--- src/rtl/nlu_pkg.sv ---
package nlu_pkg;

    localparam int CW  = 16;
    localparam int IIW = 4;

    typedef logic [CW-1:0]  cnt_t;
    typedef logic [IIW-1:0] ii_t;

    typedef struct packed {
        cnt_t first;
        cnt_t last;
        cnt_t stride;
        ii_t  ii;
    } loop_desc_t;

    function automatic ii_t norm_ii(ii_t v);
        return (v == '0) ? ii_t'(1) : v;
    endfunction

    function automatic logic step_overruns(cnt_t c, cnt_t s, cnt_t e);
        logic [CW:0] sum;
        sum = {1'b0, c} + {1'b0, s};
        return sum > {1'b0, e};
    endfunction

endpackage

--- src/rtl/nlu_ctx_bank.sv ---
module nlu_ctx_bank
    import nlu_pkg::*;
#(
    parameter int NCTX = 4,
    localparam int XW = $clog2(NCTX)
)(
    input  logic             clk,
    input  logic             rst,
    input  logic             we,
    input  logic [XW-1:0]    widx,
    input  loop_desc_t       wdesc,
    input  logic [NCTX-1:0]  lock,
    output loop_desc_t       descs [NCTX],
    output logic             err
);

    loop_desc_t regs [NCTX];

    for (genvar i = 0; i < NCTX; i++) begin : g_ctx
        always_ff @(posedge clk) begin
            if (rst)
                regs[i] <= '0;
            else if (we && widx == XW'(i) && !lock[i])
                regs[i] <= wdesc;
        end
        assign descs[i] = regs[i];

        assert_locked_hold_R8: assert property (@(posedge clk) disable iff (rst)
            (we && widx == XW'(i) && lock[i]) |=> $stable(regs[i]));
    end

    always_ff @(posedge clk) begin
        if (rst) err <= 1'b0;
        else     err <= we && lock[widx];
    end

endmodule

--- src/rtl/nlu_stack.sv ---
module nlu_stack #(
    parameter int DEPTH = 4,
    parameter int IW    = 2,
    localparam int LW   = $clog2(DEPTH + 1),
    localparam int AW   = (DEPTH > 1) ? $clog2(DEPTH) : 1
)(
    input  logic          clk,
    input  logic          rst,
    input  logic          push,
    input  logic          pop,
    input  logic [IW-1:0] din,
    output logic [IW-1:0] top,
    output logic [LW-1:0] level
);

    logic [IW-1:0] mem [DEPTH];
    logic [LW-1:0] tpos;

    assign tpos = level - LW'(1);
    assign top  = (level == '0) ? '0 : mem[tpos[AW-1:0]];

    always_ff @(posedge clk) begin
        if (rst) begin
            level <= '0;
            for (int i = 0; i < DEPTH; i++) mem[i] <= '0;
        end else if (push && level < LW'(DEPTH)) begin
            mem[level[AW-1:0]] <= din;
            level <= level + LW'(1);
        end else if (pop && level != '0) begin
            level <= level - LW'(1);
        end
    end

    assert_level_bound_R6: assert property (@(posedge clk) disable iff (rst)
        level <= LW'(DEPTH));

    assert_push_top_R6: assert property (@(posedge clk) disable iff (rst)
        (push && level < LW'(DEPTH)) |=> (top == $past(din)));

endmodule

--- src/rtl/nested_loop_unit.sv ---
module nested_loop_unit
    import nlu_pkg::*;
#(
    parameter int NCTX  = 4,
    parameter int DEPTH = 4,
    localparam int XW = $clog2(NCTX),
    localparam int LW = $clog2(DEPTH + 1)
)(
    input  logic               clk,
    input  logic               rst,
    input  logic               cfg_we,
    input  logic [XW-1:0]      cfg_sel,
    input  logic [CW-1:0]      cfg_first,
    input  logic [CW-1:0]      cfg_last,
    input  logic [CW-1:0]      cfg_stride,
    input  logic [IIW-1:0]     cfg_ii,
    input  logic               go,
    input  logic [XW-1:0]      go_sel,
    output logic               body_start,
    output logic               loop_done,
    output logic               cfg_err,
    output logic               busy,
    output logic [XW-1:0]      cur_ctx,
    output logic [LW-1:0]      nest_level,
    output logic [NCTX*CW-1:0] counts
);

    loop_desc_t      descs [NCTX];
    loop_desc_t      wdesc;
    cnt_t            cnt_q [NCTX];
    logic [NCTX-1:0] act_q;
    logic [XW-1:0]   cur_q;
    logic [XW-1:0]   stk_top;
    ii_t             phase_q;
    logic            busy_q;
    logic            resume_q;

    ii_t  cur_ii;
    logic at_bound;
    logic last_iter;
    logic go_ok;
    logic push;
    logic pop;
    cnt_t outer_cnt;

    assign wdesc = '{first: cfg_first, last: cfg_last, stride: cfg_stride, ii: cfg_ii};

    nlu_ctx_bank #(.NCTX(NCTX)) u_bank (
        .clk   (clk),
        .rst   (rst),
        .we    (cfg_we),
        .widx  (cfg_sel),
        .wdesc (wdesc),
        .lock  (act_q),
        .descs (descs),
        .err   (cfg_err)
    );

    nlu_stack #(.DEPTH(DEPTH), .IW(XW)) u_stack (
        .clk   (clk),
        .rst   (rst),
        .push  (push),
        .pop   (pop),
        .din   (cur_q),
        .top   (stk_top),
        .level (nest_level)
    );

    always_comb begin
        cur_ii     = norm_ii(descs[cur_q].ii);
        at_bound   = busy_q && (phase_q == ii_t'(cur_ii - ii_t'(1)));
        last_iter  = step_overruns(cnt_q[cur_q], descs[cur_q].stride, descs[cur_q].last);
        go_ok      = go && !act_q[go_sel];
        body_start = busy_q && phase_q == '0 && !resume_q;
        loop_done  = at_bound && last_iter && !go_ok;
        push       = go_ok && busy_q;
        pop        = loop_done && nest_level != '0;
        outer_cnt  = cnt_q[stk_top];
    end

    always_ff @(posedge clk) begin
        if (rst) begin
            busy_q   <= 1'b0;
            cur_q    <= '0;
            phase_q  <= '0;
            act_q    <= '0;
            resume_q <= 1'b0;
            for (int i = 0; i < NCTX; i++) cnt_q[i] <= '0;
        end else if (go_ok) begin
            cnt_q[go_sel] <= descs[go_sel].first;
            cur_q         <= go_sel;
            phase_q       <= '0;
            busy_q        <= 1'b1;
            act_q[go_sel] <= 1'b1;
            resume_q      <= 1'b0;
        end else if (loop_done) begin
            act_q[cur_q] <= 1'b0;
            if (nest_level != '0) begin
                cur_q    <= stk_top;
                phase_q  <= ii_t'(norm_ii(descs[stk_top].ii) - ii_t'(1));
                resume_q <= 1'b1;
            end else begin
                busy_q   <= 1'b0;
                phase_q  <= '0;
                resume_q <= 1'b0;
            end
        end else if (at_bound) begin
            cnt_q[cur_q] <= cnt_t'(cnt_q[cur_q] + descs[cur_q].stride);
            phase_q      <= '0;
            resume_q     <= 1'b0;
        end else if (busy_q) begin
            phase_q  <= phase_q + ii_t'(1);
            resume_q <= 1'b0;
        end
    end

    assign busy    = busy_q;
    assign cur_ctx = cur_q;

    for (genvar i = 0; i < NCTX; i++) begin : g_out
        assign counts[i*CW +: CW] = cnt_q[i];
    end

    assert_cnt_in_range_R5: assert property (@(posedge clk) disable iff (rst)
        busy_q |-> (cnt_q[cur_q] <= descs[cur_q].last));

    assert_outer_frozen_R6: assert property (@(posedge clk) disable iff (rst)
        (busy_q && nest_level != '0 && !loop_done && !go) |=> $stable(outer_cnt));

    assert_pop_resume_R7: assert property (@(posedge clk) disable iff (rst)
        (loop_done && nest_level != '0) |=>
            (nest_level == LW'($past(nest_level) - LW'(1))) && !body_start);

endmodule

--- config.mk ---
export PLATFORM = sky130hd
export DESIGN_NAME = nested_loop_unit
export DESIGN_NICKNAME = d
export VERILOG_FILES = /design/src/rtl/nlu_pkg.sv /design/src/rtl/nlu_ctx_bank.sv /design/src/rtl/nlu_stack.sv /design/src/rtl/nested_loop_unit.sv
export SDC_FILE = /design/constraint.sdc
export NUM_CORES = 1
export LEC_CHECK = 0
export ABC_AREA = 1
export ABC_CLOCK_PERIOD_IN_PS = 15900
export BUFFER_PORTS_ARGS = -buffer_cell sky130_fd_sc_hd__buf_2
export CORE_ASPECT_RATIO = 1.4
export CORE_UTILIZATION = 63
export DETAILED_ROUTE_END_ITERATION = 6
export PLACE_DENSITY_LB_ADDON = 0.15
export REMOVE_ABC_BUFFERS = 1
export SLEW_MARGIN = 20
export SYNTH_ARGS = -nofsm -noshare
export SYNTH_HDL_FRONTEND = slang
export SYNTH_SLANG_ARGS = --single-unit
export TNS_END_PERCENT = 100
--- constraint.sdc ---
create_clock -name clk -period 15.9 [get_ports clk]
set_input_delay 2.385 -clock clk [delete_from_list [all_inputs] [get_ports clk]]
set_output_delay 2.385 -clock clk [all_outputs]
set_load 0.01 [all_outputs]
==> results of run 1 <==
## worst reg2reg max path, cell delays in order, from the launching register on
cell	delay, ns
dfxtp_1	0.30
buf_4	0.22
inv_1	0.68
o21ai_0	0.17
o22ai_1	0.32
ha_1	0.21
nand3_1	0.08
nand2_1	0.11
nand2_1	0.08
nand2_1	0.06
o21ai_0	0.12
o21ai_0	0.40
a21boi_0	0.20
xor2_1	0.23
inv_1	0.08
ha_1	0.30
nand4_1	0.10
nor4_1	0.40
nand2_1	0.13
nand2_1	0.28
nand2_4	0.22
o21ai_2	0.23
nand2_2	0.28
nand2_1	0.69
## Yosys cell counts (3+ instances only)
master and number:
a21oi_1 31, o21ai_2 5, dfxtp_1 18, a221oi_1 18
nand3_1 65, nor2_1 354, a22oi_1 40, ha_1 39
nor4_1 3, a22o_1 15, nor3_1 4, edfxtp_1 280
nand2_1 229, inv_1 135, nand4_1 13, xnor2_1 7
o21ai_0 55, xor2_1 12, o22ai_1 20, nand2_2 4
clkbuf_1 50, inv_2 11, o21ai_1 7
## final timing paths
| check | startpoint | to | cells after the start | slack, ns |
|---|---|---|---|---|
| max | flop | loop_done | 21 | 8.19 |
| min | resume_q | resume_q | 2 | 0.47 |
| max reg2reg | flop | cnt_q[2][0] | 23 | 9.62 |
| min reg2reg | resume_q | resume_q | 2 | 0.47 |
## layout make-up
cell class / instances / area share [%]
Timing Repair Buffer: 145 / 4.718
Sequential cell: 298 / 54.56
Inverter: 148 / 3.457
Clock buffer: 35 / 4.516
Clock inverter: 14 / 0.6618
Multi-Input combinational cell: 945 / 29.76
Tap cell: 297 / 2.312
Antenna cell: 1 / 0.01557
## cells by family (layout without fill, tap and decap cells)
family | count (synthesis) | count (layout) | share of synthesized area [%]
and+or+nand+nor | 683 | 683 | 19.32
AOI/OAI and AO/OA | 203 | 203 | 9.194
adders and majority gates | 40 | 40 | 3.555
DFF | 298 | 298 | 61.37
buffers and inverters | 202 | 342 | 5.403
other | 0 | 1 | 0
xor gates and xnor gates | 19 | 19 | 1.165
## sequential cells by signal, indices dropped and copies added, names as in the netlist, named ones only
register and flops:
u_bank.regs 208, cnt_q 64, u_stack.mem 8, act_q 4, phase_q 4, u_stack.level 3
cur_ctx 2, busy 1, resume_q 1, u_bank.err 1
## per-layer routing
layer	GRT usage [%]	part of all wire (%)
met4	12.75	3.3
met5	0	0
met3	4.127	8.1
met1	41.13	39
met2	53.48	50
## through the flow
stage	setup WS (ns)	power [W]	cell area, sq um
floorplan	8.920	0.001269	14070
global placement	9.072	0.001411	15230
detailed placement	8.868	0.001421	15230
CTS	8.286	0.002030	16070
global route	7.684	0.002124	16070
finish	8.191	0.002036	16070
## power by group
group,switching (W),leakage [nW],internal [W]
logic,0.000329,3.46,0.000155
clock network,0.000280,0.410,0.000339
registers,0.0000236,3.07,0.000909
==> flow_summary.ini, run 1 <==
[synth]
synthFlopType = edfxtp_1
yosys_warnings = 0
ys_seq_elements = 298
syn_avg_cell_area_sq_um = 9.888
synth_cells = 1445
synth_cell_types = 44
synth.yosys.seq_area_share_pct = 61.37
synthTopCellsByArea = edfxtp_1 59%, nor2_1 9.3%, nand2_1 6.0%
synth_top_area_share_pct = 58.84
synth-edff-count = 280
syn_area_sq_mm = 0.01429
yosys.area.top_type = edfxtp_1
async_flop_share_pct = 0

[timing]
finalHoldViolCount = 0
rsz0062_at_grt = no
slew_headroom_pct = 41.68
setup_violations = 0
slew_viol_final = 0
timing.hold.ws_ns = 0.4673
period_share_pct = 48.49
period_minus_slack_ns = 7.709
fmax_ghz = 0.1297
tightest_slew_ns = 0.8738
fin_worst_skew_ns = 0.009585
setup-tns-final_ns = 0

[setup_path]
critPathMaxStageDelay_ns = 0.67
endpoint_kind = output pin
cpMaxStageDelayCell = inv_1
worstPathMaxFanout = 33
cp_top_family = buffers and inverters
worstSetupStartpointType = flop
crit_chain = buf_4 > inv_1 > o21ai_0 > o22ai_1 > ha_1 > nand3_1 > nand2_1 > nand2_1 > nand2_1 > o21ai_0 > o21ai_0 > a21boi_0 > xor2_1 > inv_1 > ha_1 > nand4_1 > nor4_1 > nand2_1 > nand4_1 > inv_1 > buf_2
crit_arrival_ns = 5.32
path_buf_inv = 5
worstSetupPathType = flop to output pin
required_ns = 13.52
cp_common_cell = nand2_1

[detailed_routing]
wirelength_microns = 36440
postRouteAntennaNets = 0
drc = 0
drt_pre_antenna_iters = 6
via_per_inst = 5.904
num_vias = 11120
routedWlPerCell_microns = 19.35
drt_iter0_markers = 1024

[global_route]
antenna_found_initial = 1
grt_max_degree = 53
gr-usage-all-layers_pct = 31.65
gr-total-overflow = 0
first_global_vias = 10850
grt_pass1_wl_microns = 56130

[die]
io_pins = 133
fp.dieH_microns = 180.2
start_util_pct = 64.89
die_width_microns = 129.3
design.core.area_sq_mm = 0.02202
num_rows = 64
die_area_sq_mm = 0.02330

[job]
maxCapViolCount = 0

[placed_design]
placedCellCount = 1833
gp_congestion = 0.9686
port_buffers = 132
dp_hpwl_microns = 23780

[min_path]
hold_path.class = flop to flop

[clocking]
clock_latency_ns = 0.53
clockRootBuffer = clkbuf_16
numCtsBuffers = 27
clockBufferDepth = 3
numClockSinks = 298
cts_hold_buf = 0
clkSlewWorstSetupHoldPaths_ns = 0.07
tritoncts = done
postCtsSetupBuffers = 0
h-tree-depth = 1
cts_resized = 0

[pwr]
p_leak_nw = 6.947
pwr_density_cell_mw_per_mm2 = 126.7
peakVddDrop_uv = 103.0

[layout]
ff_latch_area_sq_mm = 0.008768
drive_gt1_share_pct = 13.94
multi_input_area_sq_mm = 0.004782
final_nets = 1665
instances_no_fill = 1883
layout_commonest_cell = nor2_1
fillers = 1596
utilization_pct = 72.98
layout_common_cells = 353 x nor2_1, 280 x edfxtp_1, 226 x nand2_1, 135 x inv_1, 132 x buf_2
area_growth_pct = 12.47

[status]
status = completed
Note: power is estimated with default switching activity, not from simulation.
==> run 2, diff against run 1 <==
Settings changed: ABC_CLOCK_PERIOD_IN_PS 15900 to 6250, CORE_UTILIZATION 63 to 54.
Clock period 15.9 ns to 6.25 ns, I/O delays scaled along.
==> run 2 against run 1 <==
  * Sequential power grew to 2.5 times the previous value
  * Via count fell by 2.5%
  * Power rose to 2.6 times the previous value
  * Design area up 1.1%
  * Wire length increased by 3.8%
  * Sequential share of layout area down 0.58 points
  * First-iteration DRC count is 19% lower
  * Global-route usage is 3.2 points lower
  * Non-clock buffer count rose by 8
  * Sequential cell count unchanged
  * Clock skew up 0.020 ns
  * Critical path type unchanged
  * Largest cell class unchanged
==> flow_summary.ini, run 2 (same netlist as run 1, synthesis figures left out) <==
[timing]
fin_worst_skew_ns = 0.02969
fmax_ghz = 0.1724
finalHoldViolCount = 0
setup_ws_ns = 0.4493
setup_violations = 0
period_share_pct = 92.81
rsz0062_at_grt = no
tightest_slew_ns = 1.018
period_minus_slack_ns = 5.801
setup-tns-final_ns = 0
slew_headroom_pct = 31.96
slew_viol_final = 0

[clocking]
cts_hold_buf = 0
tritoncts = done
clock_latency_ns = 0.57
clockBufferDepth = 3
clockRootBuffer = clkbuf_16
numCtsBuffers = 28
clkSlewWorstSetupHoldPaths_ns = 0.07
postCtsSetupBuffers = 0
cts_resized = 0
numClockSinks = 298
h-tree-depth = 1

[placed_design]
port_buffers = 132
gp_congestion = 0.9222
place_area_sq_mm = 0.01534
dp_slack_ns = 0.5041
dp_hpwl_microns = 25850

[die]
num_rows = 70
start_util_pct = 54.75
die_area_sq_mm = 0.02712
fp.dieH_microns = 194.5
design.core.area_sq_mm = 0.02610
die_width_microns = 139.5
io_pins = 133

[setup_path]
cp_top_family = simple AND/OR/NAND/NOR gates
cpMaxStageDelayCell = dfxtp_1
cp_common_cell = nand2_1
worstSetupStartpointType = flop
path_buf_inv = 6
critPathMaxStageDelay_ns = 0.46
endpoint_kind = output pin
worstSetupPathType = flop to output pin
required_ns = 5.31
crit_arrival_ns = 4.86
worstPathMaxFanout = 22

[detailed_routing]
routedWlPerCell_microns = 19.71
drt_iter0_markers = 827
postRouteAntennaNets = 0
via_per_inst = 5.648
drt_pre_antenna_iters = 5
drc = 0
wirelength_microns = 37840
num_vias = 10850

[job]
maxCapViolCount = 0

[layout]
diodes = 0
fillers = 2161
drive_gt1_share_pct = 14.60
layout_common_cells = 353 x nor2_1, 280 x edfxtp_1, 226 x nand2_1, 135 x inv_1, 132 x buf_2
largestRegisters = u_bank.regs (208), cnt_q (64), u_stack.mem (8)
layout_commonest_cell = nor2_1
area_growth_pct = 13.71
final_nets = 1674
largest_reg_flops = 208
design_area_sq_mm = 0.01625
largest_register = u_bank.regs

[global_route]
gr-total-overflow = 0
grt_pass1_wl_microns = 58770
gr-usage-all-layers_pct = 28.47
antenna_found_initial = 0
first_global_vias = 10730
grt_max_degree = 53

[pwr]
p_leak_nw = 7.025
peakVddDrop_uv = 236.1
power_w = 0.005303
pwr_density_cell_mw_per_mm2 = 326.4

[min_path]
hold_path.class = flop to flop

[status]
status = completed
-- run 2: area by class of cell --
class | count | area [sq um] | area share (%)
clock buffers | 33 | 719.4 | 4.428
inverters | 148 | 555.5 | 3.419
multi-input cells | 945 | 4792 | 29.49
well taps | 324 | 405.4 | 2.495
clock inverters | 19 | 186.4 | 1.147
repair buffers | 153 | 818.3 | 5.036
flip-flops and latches | 298 | 8771 | 53.98
-- run 2: worst register-to-register path: cells and delay by family, from the launching register on --
family / cells / cell delay, ns
AOI/OAI and AO/OA: 4 / 0.63
xor gates and xnor gates: 1 / 0.21
DFF: 1 / 0.46
adders and majority gates: 3 / 0.96
buffers and inverters: 3 / 0.41
and+or+nand+nor: 16 / 2.61
-- run 2: where the power goes --
part / leakage [nW] / total (W) / internal [W] / switching [W]
logic: 3.50 / 0.00124 / 0.000401 / 0.000835
registers: 3.08 / 0.00237 / 0.00231 / 0.0000613
clock network: 0.445 / 0.00169 / 0.000951 / 0.000741
total: 7.03 / 0.00530 / 0.00367 / 0.00164
-- run 2: worst paths after layout --
check | to | slack (ns) | cells after the start | from
worst min-delay path | resume_q | 0.47 | 2 | resume_q
worst max register to register | cnt_q[1][14] | 0.58 | 27 | cur_ctx[1]
worst min register to register | resume_q | 0.47 | 2 | resume_q
worst max-delay path | loop_done | 0.45 | 26 | cur_ctx[1]
-- run 2: routing by layer --
metal	share of wire (%)	vias to the layer above	global-route usage, %
li1	-	5190	-
met1	40	5119	36.04
met2	49	462	49.49
met3	7.1	74	3.449
met4	3.6	0	11.73
met5	0	-	0
-- run 2: metrics by stage --
step           util [%]  std cells  hold slack [ns]
6_report          62.25       1920           0.4723
5_1_grt           62.25       1920           0.5189
4_1_cts           62.23       1920           0.4719
3_5_place_dp      58.76       1868           0.4618
3_3_place_gp      58.76       1868           0.4553
2_1_floorplan         -       1391           0.4457
